## config.mk

```make
export PLATFORM = sky130hd
export DESIGN_NAME = synth_prog_if
export DESIGN_NICKNAME = d
export VERILOG_FILES = /design/src/rtl/synth_prog_pkg.sv /design/src/rtl/sp_sync.sv /design/src/rtl/sp_shift.sv /design/src/rtl/sp_hold.sv /design/src/rtl/sp_bank.sv /design/src/rtl/synth_prog_if.sv
export SDC_FILE = /design/constraint.sdc
export NUM_CORES = 1
export LEC_CHECK = 0
export BUFFER_PORTS_ARGS = -buffer_cell sky130_fd_sc_hd__buf_2
export CAP_MARGIN = 20
export CORE_UTILIZATION = 40
export DETAILED_ROUTE_END_ITERATION = 8
export PLACE_DENSITY_LB_ADDON = 0.1
export SLEW_MARGIN = 0
export SYNTH_ARGS = -nofsm -noshare
export SYNTH_HDL_FRONTEND = slang
export SYNTH_HIERARCHICAL = 1
export SYNTH_SLANG_ARGS = --single-unit
```

## constraint.sdc

```tcl
create_clock -name clk -period 12.1 [get_ports clk]
set_input_delay 3.63 -clock clk [delete_from_list [all_inputs] [get_ports clk]]
set_output_delay 3.63 -clock clk [all_outputs]
set_load 0.05 [all_outputs]
```

## src/rtl/synth_prog_pkg.sv

```systemverilog
package synth_prog_pkg;

  localparam int DATA_W  = 16;
  localparam int ADDR_W  = 3;
  localparam int FRAME_W = DATA_W + ADDR_W;

  // address decode; these values are what the sender encodes
  localparam logic [ADDR_W-1:0] ADR_RF   = 3'd0;
  localparam logic [ADDR_W-1:0] ADR_REF  = 3'd1;
  localparam logic [ADDR_W-1:0] ADR_IF   = 3'd2;
  localparam logic [ADDR_W-1:0] ADR_CTRL = 3'd3;

  // control word field positions inside the data field
  localparam int TST_LSB   = 12;
  localparam int TST_W     = 4;
  localparam int CP_BIT    = 11;
  localparam int SD_BIT    = 10;
  localparam int XO_BIT    = 9;
  localparam int ROUTE_BIT = 4;
  localparam int CMP_LSB   = 0;
  localparam int CMP_W     = 4;

  typedef struct packed {
    logic [DATA_W-1:0] data;
    logic [ADDR_W-1:0] addr;
  } frame_t;

endpackage

```

## src/rtl/sp_sync.sv

```systemverilog
module sp_sync #(
  parameter int WIDTH = 1
) (
  input  logic             clk,
  input  logic             rst_n,
  input  logic [WIDTH-1:0] d,
  output logic [WIDTH-1:0] q
);

  logic [WIDTH-1:0] meta;

  always_ff @(posedge clk or negedge rst_n) begin
    if (!rst_n) begin
      meta <= '0;
      q    <= '0;
    end else begin
      meta <= d;
      q    <= meta;
    end
  end

endmodule

```

## src/rtl/sp_shift.sv

```systemverilog
module sp_shift
  import synth_prog_pkg::*;
(
  input  logic   clk,
  input  logic   rst_n,
  input  logic   sclk,
  input  logic   sdat,
  input  logic   sen,
  output logic   frm_vld,
  output frame_t frm
);

  localparam int CNT_W   = $clog2(FRAME_W + 2);
  localparam logic [CNT_W-1:0] CNT_FULL = CNT_W'(FRAME_W);
  localparam logic [CNT_W-1:0] CNT_SAT  = CNT_W'(FRAME_W + 1);

  logic               sclk_d, sen_d;
  logic [FRAME_W-1:0] sr, sr_n;
  logic [CNT_W-1:0]   cnt, cnt_n;
  logic               vld_n;
  frame_t             frm_n;
  logic               sclk_rise, en_rise;

  assign sclk_rise = sclk & ~sclk_d;
  assign en_rise   = sen & ~sen_d;

  always_comb begin
    sr_n  = sr;
    cnt_n = cnt;
    vld_n = 1'b0;
    frm_n = frm;
    if (en_rise) begin
      vld_n = (cnt == CNT_FULL);
      frm_n = frame_t'(sr);
      cnt_n = '0;
    end else if (sclk_rise && !sen) begin
      sr_n = {sr[FRAME_W-2:0], sdat};
      if (cnt != CNT_SAT) cnt_n = cnt + 1'b1;
    end
  end

  always_ff @(posedge clk or negedge rst_n) begin
    if (!rst_n) begin
      sclk_d  <= 1'b0;
      sen_d   <= 1'b0;
      sr      <= '0;
      cnt     <= '0;
      frm_vld <= 1'b0;
      frm     <= '0;
    end else begin
      sclk_d  <= sclk;
      sen_d   <= sen;
      sr      <= sr_n;
      cnt     <= cnt_n;
      frm_vld <= vld_n;
      frm     <= frm_n;
    end
  end

endmodule

```

## src/rtl/sp_hold.sv

```systemverilog
module sp_hold
  import synth_prog_pkg::*;
(
  input  logic   clk,
  input  logic   rst_n,
  input  logic   frm_vld,
  input  frame_t frm,
  input  logic   reload_busy,
  output logic   ld_go,
  output frame_t ld_frm
);

  logic   pend, pend_n;
  frame_t buf_n;

  assign ld_go = pend & ~reload_busy;

  always_comb begin
    pend_n = pend;
    buf_n  = ld_frm;
    if (ld_go) pend_n = 1'b0;
    if (frm_vld) begin
      pend_n = 1'b1;
      buf_n  = frm;
    end
  end

  always_ff @(posedge clk or negedge rst_n) begin
    if (!rst_n) begin
      pend   <= 1'b0;
      ld_frm <= '0;
    end else begin
      pend   <= pend_n;
      ld_frm <= buf_n;
    end
  end

endmodule

```

## src/rtl/sp_bank.sv

```systemverilog
module sp_bank
  import synth_prog_pkg::*;
#(
  parameter int RF_W  = 16,
  parameter int REF_W = 10,
  parameter int IF_W  = 14
) (
  input  logic             clk,
  input  logic             rst_n,
  input  logic             ld_go,
  input  frame_t           ld_frm,
  output logic [RF_W-1:0]  rf_ratio,
  output logic [REF_W-1:0] ref_ratio,
  output logic [IF_W-1:0]  if_ratio,
  output logic [TST_W-1:0] tst_bits,
  output logic             cp_hi,
  output logic             sd_mode,
  output logic             xo_en,
  output logic             route_sel,
  output logic [CMP_W-1:0] cmp_m1,
  output logic             tst_flag
);

  logic [DATA_W-1:0] d;
  logic [RF_W-1:0]   rf_rev;
  logic [REF_W-1:0]  ref_rev;
  logic [IF_W-1:0]   if_rev;

  assign d = ld_frm.data;

  // coefficient fields arrive LSB first: reverse each into normal order
  for (genvar i = 0; i < RF_W; i++) begin : g_rf
    assign rf_rev[i] = d[RF_W-1-i];
  end
  for (genvar i = 0; i < REF_W; i++) begin : g_ref
    assign ref_rev[i] = d[REF_W-1-i];
  end
  for (genvar i = 0; i < IF_W; i++) begin : g_if
    assign if_rev[i] = d[IF_W-1-i];
  end

  logic [RF_W-1:0]  rf_n;
  logic [REF_W-1:0] ref_n;
  logic [IF_W-1:0]  if_n;
  logic [TST_W-1:0] tst_n;
  logic             cp_n, sd_n, xo_n, route_n, flag_n;
  logic [CMP_W-1:0] cmp_n;

  always_comb begin
    rf_n    = rf_ratio;
    ref_n   = ref_ratio;
    if_n    = if_ratio;
    tst_n   = tst_bits;
    cp_n    = cp_hi;
    sd_n    = sd_mode;
    xo_n    = xo_en;
    route_n = route_sel;
    cmp_n   = cmp_m1;
    flag_n  = 1'b0;
    if (ld_go) begin
      case (ld_frm.addr)
        ADR_RF:   rf_n  = rf_rev;
        ADR_REF:  ref_n = ref_rev;
        ADR_IF:   if_n  = if_rev;
        ADR_CTRL: begin
          tst_n   = d[TST_LSB +: TST_W];
          cp_n    = d[CP_BIT];
          sd_n    = d[SD_BIT];
          xo_n    = d[XO_BIT];
          route_n = d[ROUTE_BIT];
          cmp_n   = d[CMP_LSB +: CMP_W];
          flag_n  = |d[TST_LSB +: TST_W];
        end
        default: ;
      endcase
    end
  end

  always_ff @(posedge clk or negedge rst_n) begin
    if (!rst_n) begin
      rf_ratio  <= '0;
      ref_ratio <= '0;
      if_ratio  <= '0;
      tst_bits  <= '0;
      cp_hi     <= 1'b0;
      sd_mode   <= 1'b0;
      xo_en     <= 1'b0;
      route_sel <= 1'b0;
      cmp_m1    <= '0;
      tst_flag  <= 1'b0;
    end else begin
      rf_ratio  <= rf_n;
      ref_ratio <= ref_n;
      if_ratio  <= if_n;
      tst_bits  <= tst_n;
      cp_hi     <= cp_n;
      sd_mode   <= sd_n;
      xo_en     <= xo_n;
      route_sel <= route_n;
      cmp_m1    <= cmp_n;
      tst_flag  <= flag_n;
    end
  end

endmodule

```

## src/rtl/synth_prog_if.sv

```systemverilog
module synth_prog_if
  import synth_prog_pkg::*;
#(
  parameter int RF_W  = 16,
  parameter int REF_W = 10,
  parameter int IF_W  = 14
) (
  input  logic             clk,
  input  logic             rst_n,
  input  logic             ser_clk,
  input  logic             ser_dat,
  input  logic             ser_en,
  input  logic             reload_busy,
  output logic [RF_W-1:0]  rf_ratio,
  output logic [REF_W-1:0] ref_ratio,
  output logic [IF_W-1:0]  if_ratio,
  output logic [3:0]       tst_bits,
  output logic             cp_hi,
  output logic             sd_mode,
  output logic             xo_en,
  output logic             route_sel,
  output logic [3:0]       cmp_m1,
  output logic             tst_flag
);

  // reset asserted asynchronously, released on a clock edge
  logic rst_m, rst_s;
  always_ff @(posedge clk or negedge rst_n) begin
    if (!rst_n) begin
      rst_m <= 1'b0;
      rst_s <= 1'b0;
    end else begin
      rst_m <= 1'b1;
      rst_s <= rst_m;
    end
  end

  logic [2:0] ser_s;
  logic       frm_vld, ld_go;
  frame_t     frm, ld_frm;

  sp_sync #(.WIDTH(3)) u_sync (
    .clk  (clk),
    .rst_n(rst_s),
    .d    ({ser_en, ser_dat, ser_clk}),
    .q    (ser_s)
  );

  sp_shift u_shift (
    .clk    (clk),
    .rst_n  (rst_s),
    .sclk   (ser_s[0]),
    .sdat   (ser_s[1]),
    .sen    (ser_s[2]),
    .frm_vld(frm_vld),
    .frm    (frm)
  );

  sp_hold u_hold (
    .clk        (clk),
    .rst_n      (rst_s),
    .frm_vld    (frm_vld),
    .frm        (frm),
    .reload_busy(reload_busy),
    .ld_go      (ld_go),
    .ld_frm     (ld_frm)
  );

  sp_bank #(.RF_W(RF_W), .REF_W(REF_W), .IF_W(IF_W)) u_bank (
    .clk      (clk),
    .rst_n    (rst_s),
    .ld_go    (ld_go),
    .ld_frm   (ld_frm),
    .rf_ratio (rf_ratio),
    .ref_ratio(ref_ratio),
    .if_ratio (if_ratio),
    .tst_bits (tst_bits),
    .cp_hi    (cp_hi),
    .sd_mode  (sd_mode),
    .xo_en    (xo_en),
    .route_sel(route_sel),
    .cmp_m1   (cmp_m1),
    .tst_flag (tst_flag)
  );

endmodule

```

==> results.md <==
- After detailed routing, the number of remaining DRC violations is 7.
- Counting the fill cells in the layout gives slightly below 1000.
- The flop and latch count out of synthesis is 127.
- The worst hold path belongs to the class flip-flop to flip-flop.
- In the layout the commonest cells are 126 x sky130_fd_sc_hd__dfrtp_1, 71 x sky130_fd_sc_hd__mux2_2, 59 x sky130_fd_sc_hd__nand2_1.
- The clock arrives with 0.00655 ns of skew.
- The first-pass GRT wire length is about 15000 um.
- The fmax is about 200 MHz.
- The endpoint arrival time on the critical path is between 5 and 6 ns.
- In this run, placement finished with an instance count of between 500 and 600.
- From left edge to right edge, the die measures around 110 um.
- The root buffer cell chosen for the clock tree is sky130_fd_sc_hd__clkbuf_16.
- The routed via count divided by cell count is 4.90.
- By startpoint and endpoint, the worst setup path is classified as input port to flip-flop.
- The count of inserted antenna diode cells is 0.
- Tracing the worst setup path back leads to its startpoint at reload_busy.
- In this run the count of I/O pins placed on the die edge is 59.
- The worst-case IR drop observed on VDD is 100 uV.
- The synthesized area per cell is ~15 um^2.
- The measured slew at the worst slew-check pin is 0.996 ns.
- For this run, the slowest stage of the critical path takes about 0.94 ns.
- After clock tree synthesis, the repair step resized 0 gates.
- The die height is around 110 um.
- For this design, the slowest cell found on the critical path is sky130_fd_sc_hd__nor4bb_4.
- Wires add up to about 8400 um.
- At the end of routability-driven placement, the weighted congestion stood at around 0.68.
- Data on the critical path is required at its endpoint by 12.40 ns.
- The number of design-rule violations left by the first detailed-router iteration is about 150.
- The worst setup path is launched from an input port.
- The largest net degree at the start of global routing is just under 70.
- The analysis attributes to cell leakage a power of 3.13 nW.
- The number of standard cells after synthesis is approximately 320.
- Power spread over the standard cell area amounts to approximately 170 mW/mm^2.
- The run finished, with violations left.
- Setup repair after global routing left no endpoint under its margin.
- Across the run, the number of max-cap violations was 0.
- The number of antenna violations at the first check in global routing is 0.
- After detailed routing, the average wire length per cell comes to ~15 um.
- Detailed placement ended at an HPWL of around 5400 um.
- The fraction of post-synthesis cell area in the top cell type by area is approximately two thirds.
- Of all cell types, the one taking the most synthesized area is sky130_fd_sc_hd__dfrtp_1.
- The clock input transition at the sequential cells of the worst setup and hold paths is 0.05 ns.
- Yosys attributes the largest share of cell area to sky130_fd_sc_hd__dfrtp_1 66%, sky130_fd_sc_hd__mux2_2 17%, sky130_fd_sc_hd__mux2_4 5.9%.
- On the final layout, the worst hold slack is between 0.3 and 0.4 ns.
- The overall via count from detail_route is roughly 2700.
- The number of sinks driven by the clock tree is approximately 130.
- The final worst-path cycle share is about two fifths.
- In this run, CTS created clock tree buffers numbering 17.
- The clock latency of the later-clocked register in the worst-skew pair is between 0.4 and 0.5 ns.
- The most frequent standard cell in the layout excluding fill and tap cells is sky130_fd_sc_hd__dfrtp_1.
- The cell row count is 39.
- The worst path in the final design needs a cycle of between 5 and 6 ns, including I/O delays and setup.
- Walking the worst path, the cells encountered are buf_2, nor2b_1, nor4bb_4, mux2_2.
- The synthesis warning total is 6.
- Setup total negative slack on the finished layout was measured at 0 ns.
- The final net count is 398.
- The hold buffer count at CTS is 0.
- The final number of setup-violating endpoints is 0.
- Once layout is complete, the cells apart from fillers number between 500 and 600.
- TritonCTS built the clock tree.
- The count of port buffers added during placement is 58.
- The startpoint of the worst-slack reg-to-reg timing path is u_hold/pend$_DFFE_PN0P_.
- The count of cell types in the netlist is 34.
- The worst hold path begins at u_sync/meta[1]$_DFF_PN0_.
- The area growth from synthesis to layout is 20.9%.
- For this run, the total global-route usage over all layers was measured as between 10% and 20%.
- The post-route netlist has 46.0% of its cells at a drive strength greater than 1.
- STA classifies the critical path endpoint as a flip-flop.
- The count of final max-slew check failures is 0.
- The H-tree depth reported by CTS is 4.
- For this run, the register share of the synthesized area comes to 65.7%.
- For this run the aggregate overflow at the end of global routing stands at 0.
- The area of the mapped netlist is 0.00484 mm^2.
- The number of antenna-violating nets in the routed design is 0.
- The pre-antenna-repair detailed-routing pass consisted of 6 iterations.
- The post-CTS setup-driven buffer insertion count is 0.
- The final hold violation count is 0.
- The number of buffers on the longest clock path is 2.
- The largest fanout of any net on the critical path is 14.
- The checks that failed: design-rule violations.
- The area of the core region is around 0.012 mm^2.
- The die covers about 0.013 mm^2.
- The initial core utilization is approximately two fifths.
- The max-slew headroom at the worst pin is between 30% and 40%.
- Counting every net in the synthesized netlist gives roughly 330.
- The number of global-route vias before repair is ~2700.
==> layout make-up <==
cell class / instances / area (um^2) / area share [%]
sequential: 127 / 3180 / 54.4
timing repair buffer: 63 / 335 / 5.73
multi-input combinational: 179 / 1580 / 27.0
clock buffer: 25 / 485 / 8.29
inverter: 2 / 7.51 / 0.128
tap: 143 / 179 / 3.06
clock inverter: 6 / 82.6 / 1.41
==> logic make-up (layout without fill, tap and decap cells) <==
family | after synthesis | count (layout) | synth area share, %
buf+inv | 17 | 96 | 2.07
compound gates | 7 | 7 | 1.19
mux | 91 | 91 | 22.6
flops | 127 | 127 | 65.7
fa+ha+maj | 2 | 2 | 0.517
simple gates | 78 | 78 | 7.86
other cells | 1 | 1 | 0.0775
==> Yosys cell counts (all sizes together) <==
master    n
dfrtp   127
mux2     90
nand2    59
buf      11
clkbuf    4
o211ai    3
a21o      2
ha        2
inv       2
nand4b    2
nor2      2
o31ai     2
and3      1
and4b     1
and4bb    1
conb      1
mux2i     1
nand2b    1
nand3     1
nand3b    1
nand4     1
nor2b     1
nor3b     1
nor4      1
nor4b     1
nor4bb    1
or2       1
or3b      1
or4bb     1
==> critical path, delay by kind of cell <==
kind / cells / cell delay (ns)
and+or+nand+nor: 2 / 1.16
muxes: 1 / 0.41
buffers and inverters: 1 / 0.10
==> stage by stage <==
| step | cell area, um^2 | utilization [%] | setup slack, ns | power, mW |
|---|---|---|---|---|
| 2_1_floorplan | 4840 | - | 7.25 | 0.480 |
| 5_1_grt | 5850 | 50.4 | 6.91 | 1.01 |
| 3_5_place_dp | 5290 | 45.5 | 6.58 | 0.490 |
| 3_3_place_gp | 5270 | 45.4 | 6.58 | 0.489 |
| 4_1_cts | 5850 | 50.4 | 7.02 | 0.984 |
| 6_report | 5850 | 50.4 | 7.08 | 0.969 |
==> path summary, 6_finish.rpt <==
kind	endpoint	slack, ns	cells after the start
worst max-delay path	u_bank/if_ratio[7]$_DFFE_PN0P_	7.08	4
worst min-delay path	u_sync/q[1]$_DFF_PN0_	0.35	0
worst max register to register	u_bank/if_ratio[7]$_DFFE_PN0P_	10.04	3
worst min register to register	u_sync/q[1]$_DFF_PN0_	0.35	0
max in group asynchronous	rst_s$_DFF_PN0_	9.00	1
min in group asynchronous	u_shift/frm[10]$_DFFE_PN0P_	0.43	0
==> where the power goes <==
part / internal, mW / leakage [nW] / switching, mW
Clock: 0.317 / 0.277 / 0.170
Combinational: 0.0118 / 1.11 / 0.0134
Sequential: 0.442 / 1.74 / 0.0146
Total: 0.771 / 3.13 / 0.198
==> metal layers <==
metal | GRT usage [%] | vias to the layer above | wire, um
li1 | - | 1244 | -
met1 | 21.0 | 1362 | 4130
met2 | 21.9 | 55 | 3790
met3 | 6.10 | 9 | 383
met4 | 7.20 | 0 | 136
met5 | 0 | - | 0
==> flip-flops by register name, summed over array words and instances (netlist names), 3 cells and up <==
register / flops
u_bank/cmp_m1: 4
u_bank/if_ratio: 14
u_bank/ref_ratio: 10
u_bank/rf_ratio: 16
u_bank/tst_bits: 4
u_hold/ld_frm: 19
u_shift/cnt: 5
u_shift/frm: 19
u_shift/sr: 19
u_sync/meta: 3
u_sync/q: 3
No activity file was read; power rests on OpenSTA's default activity.
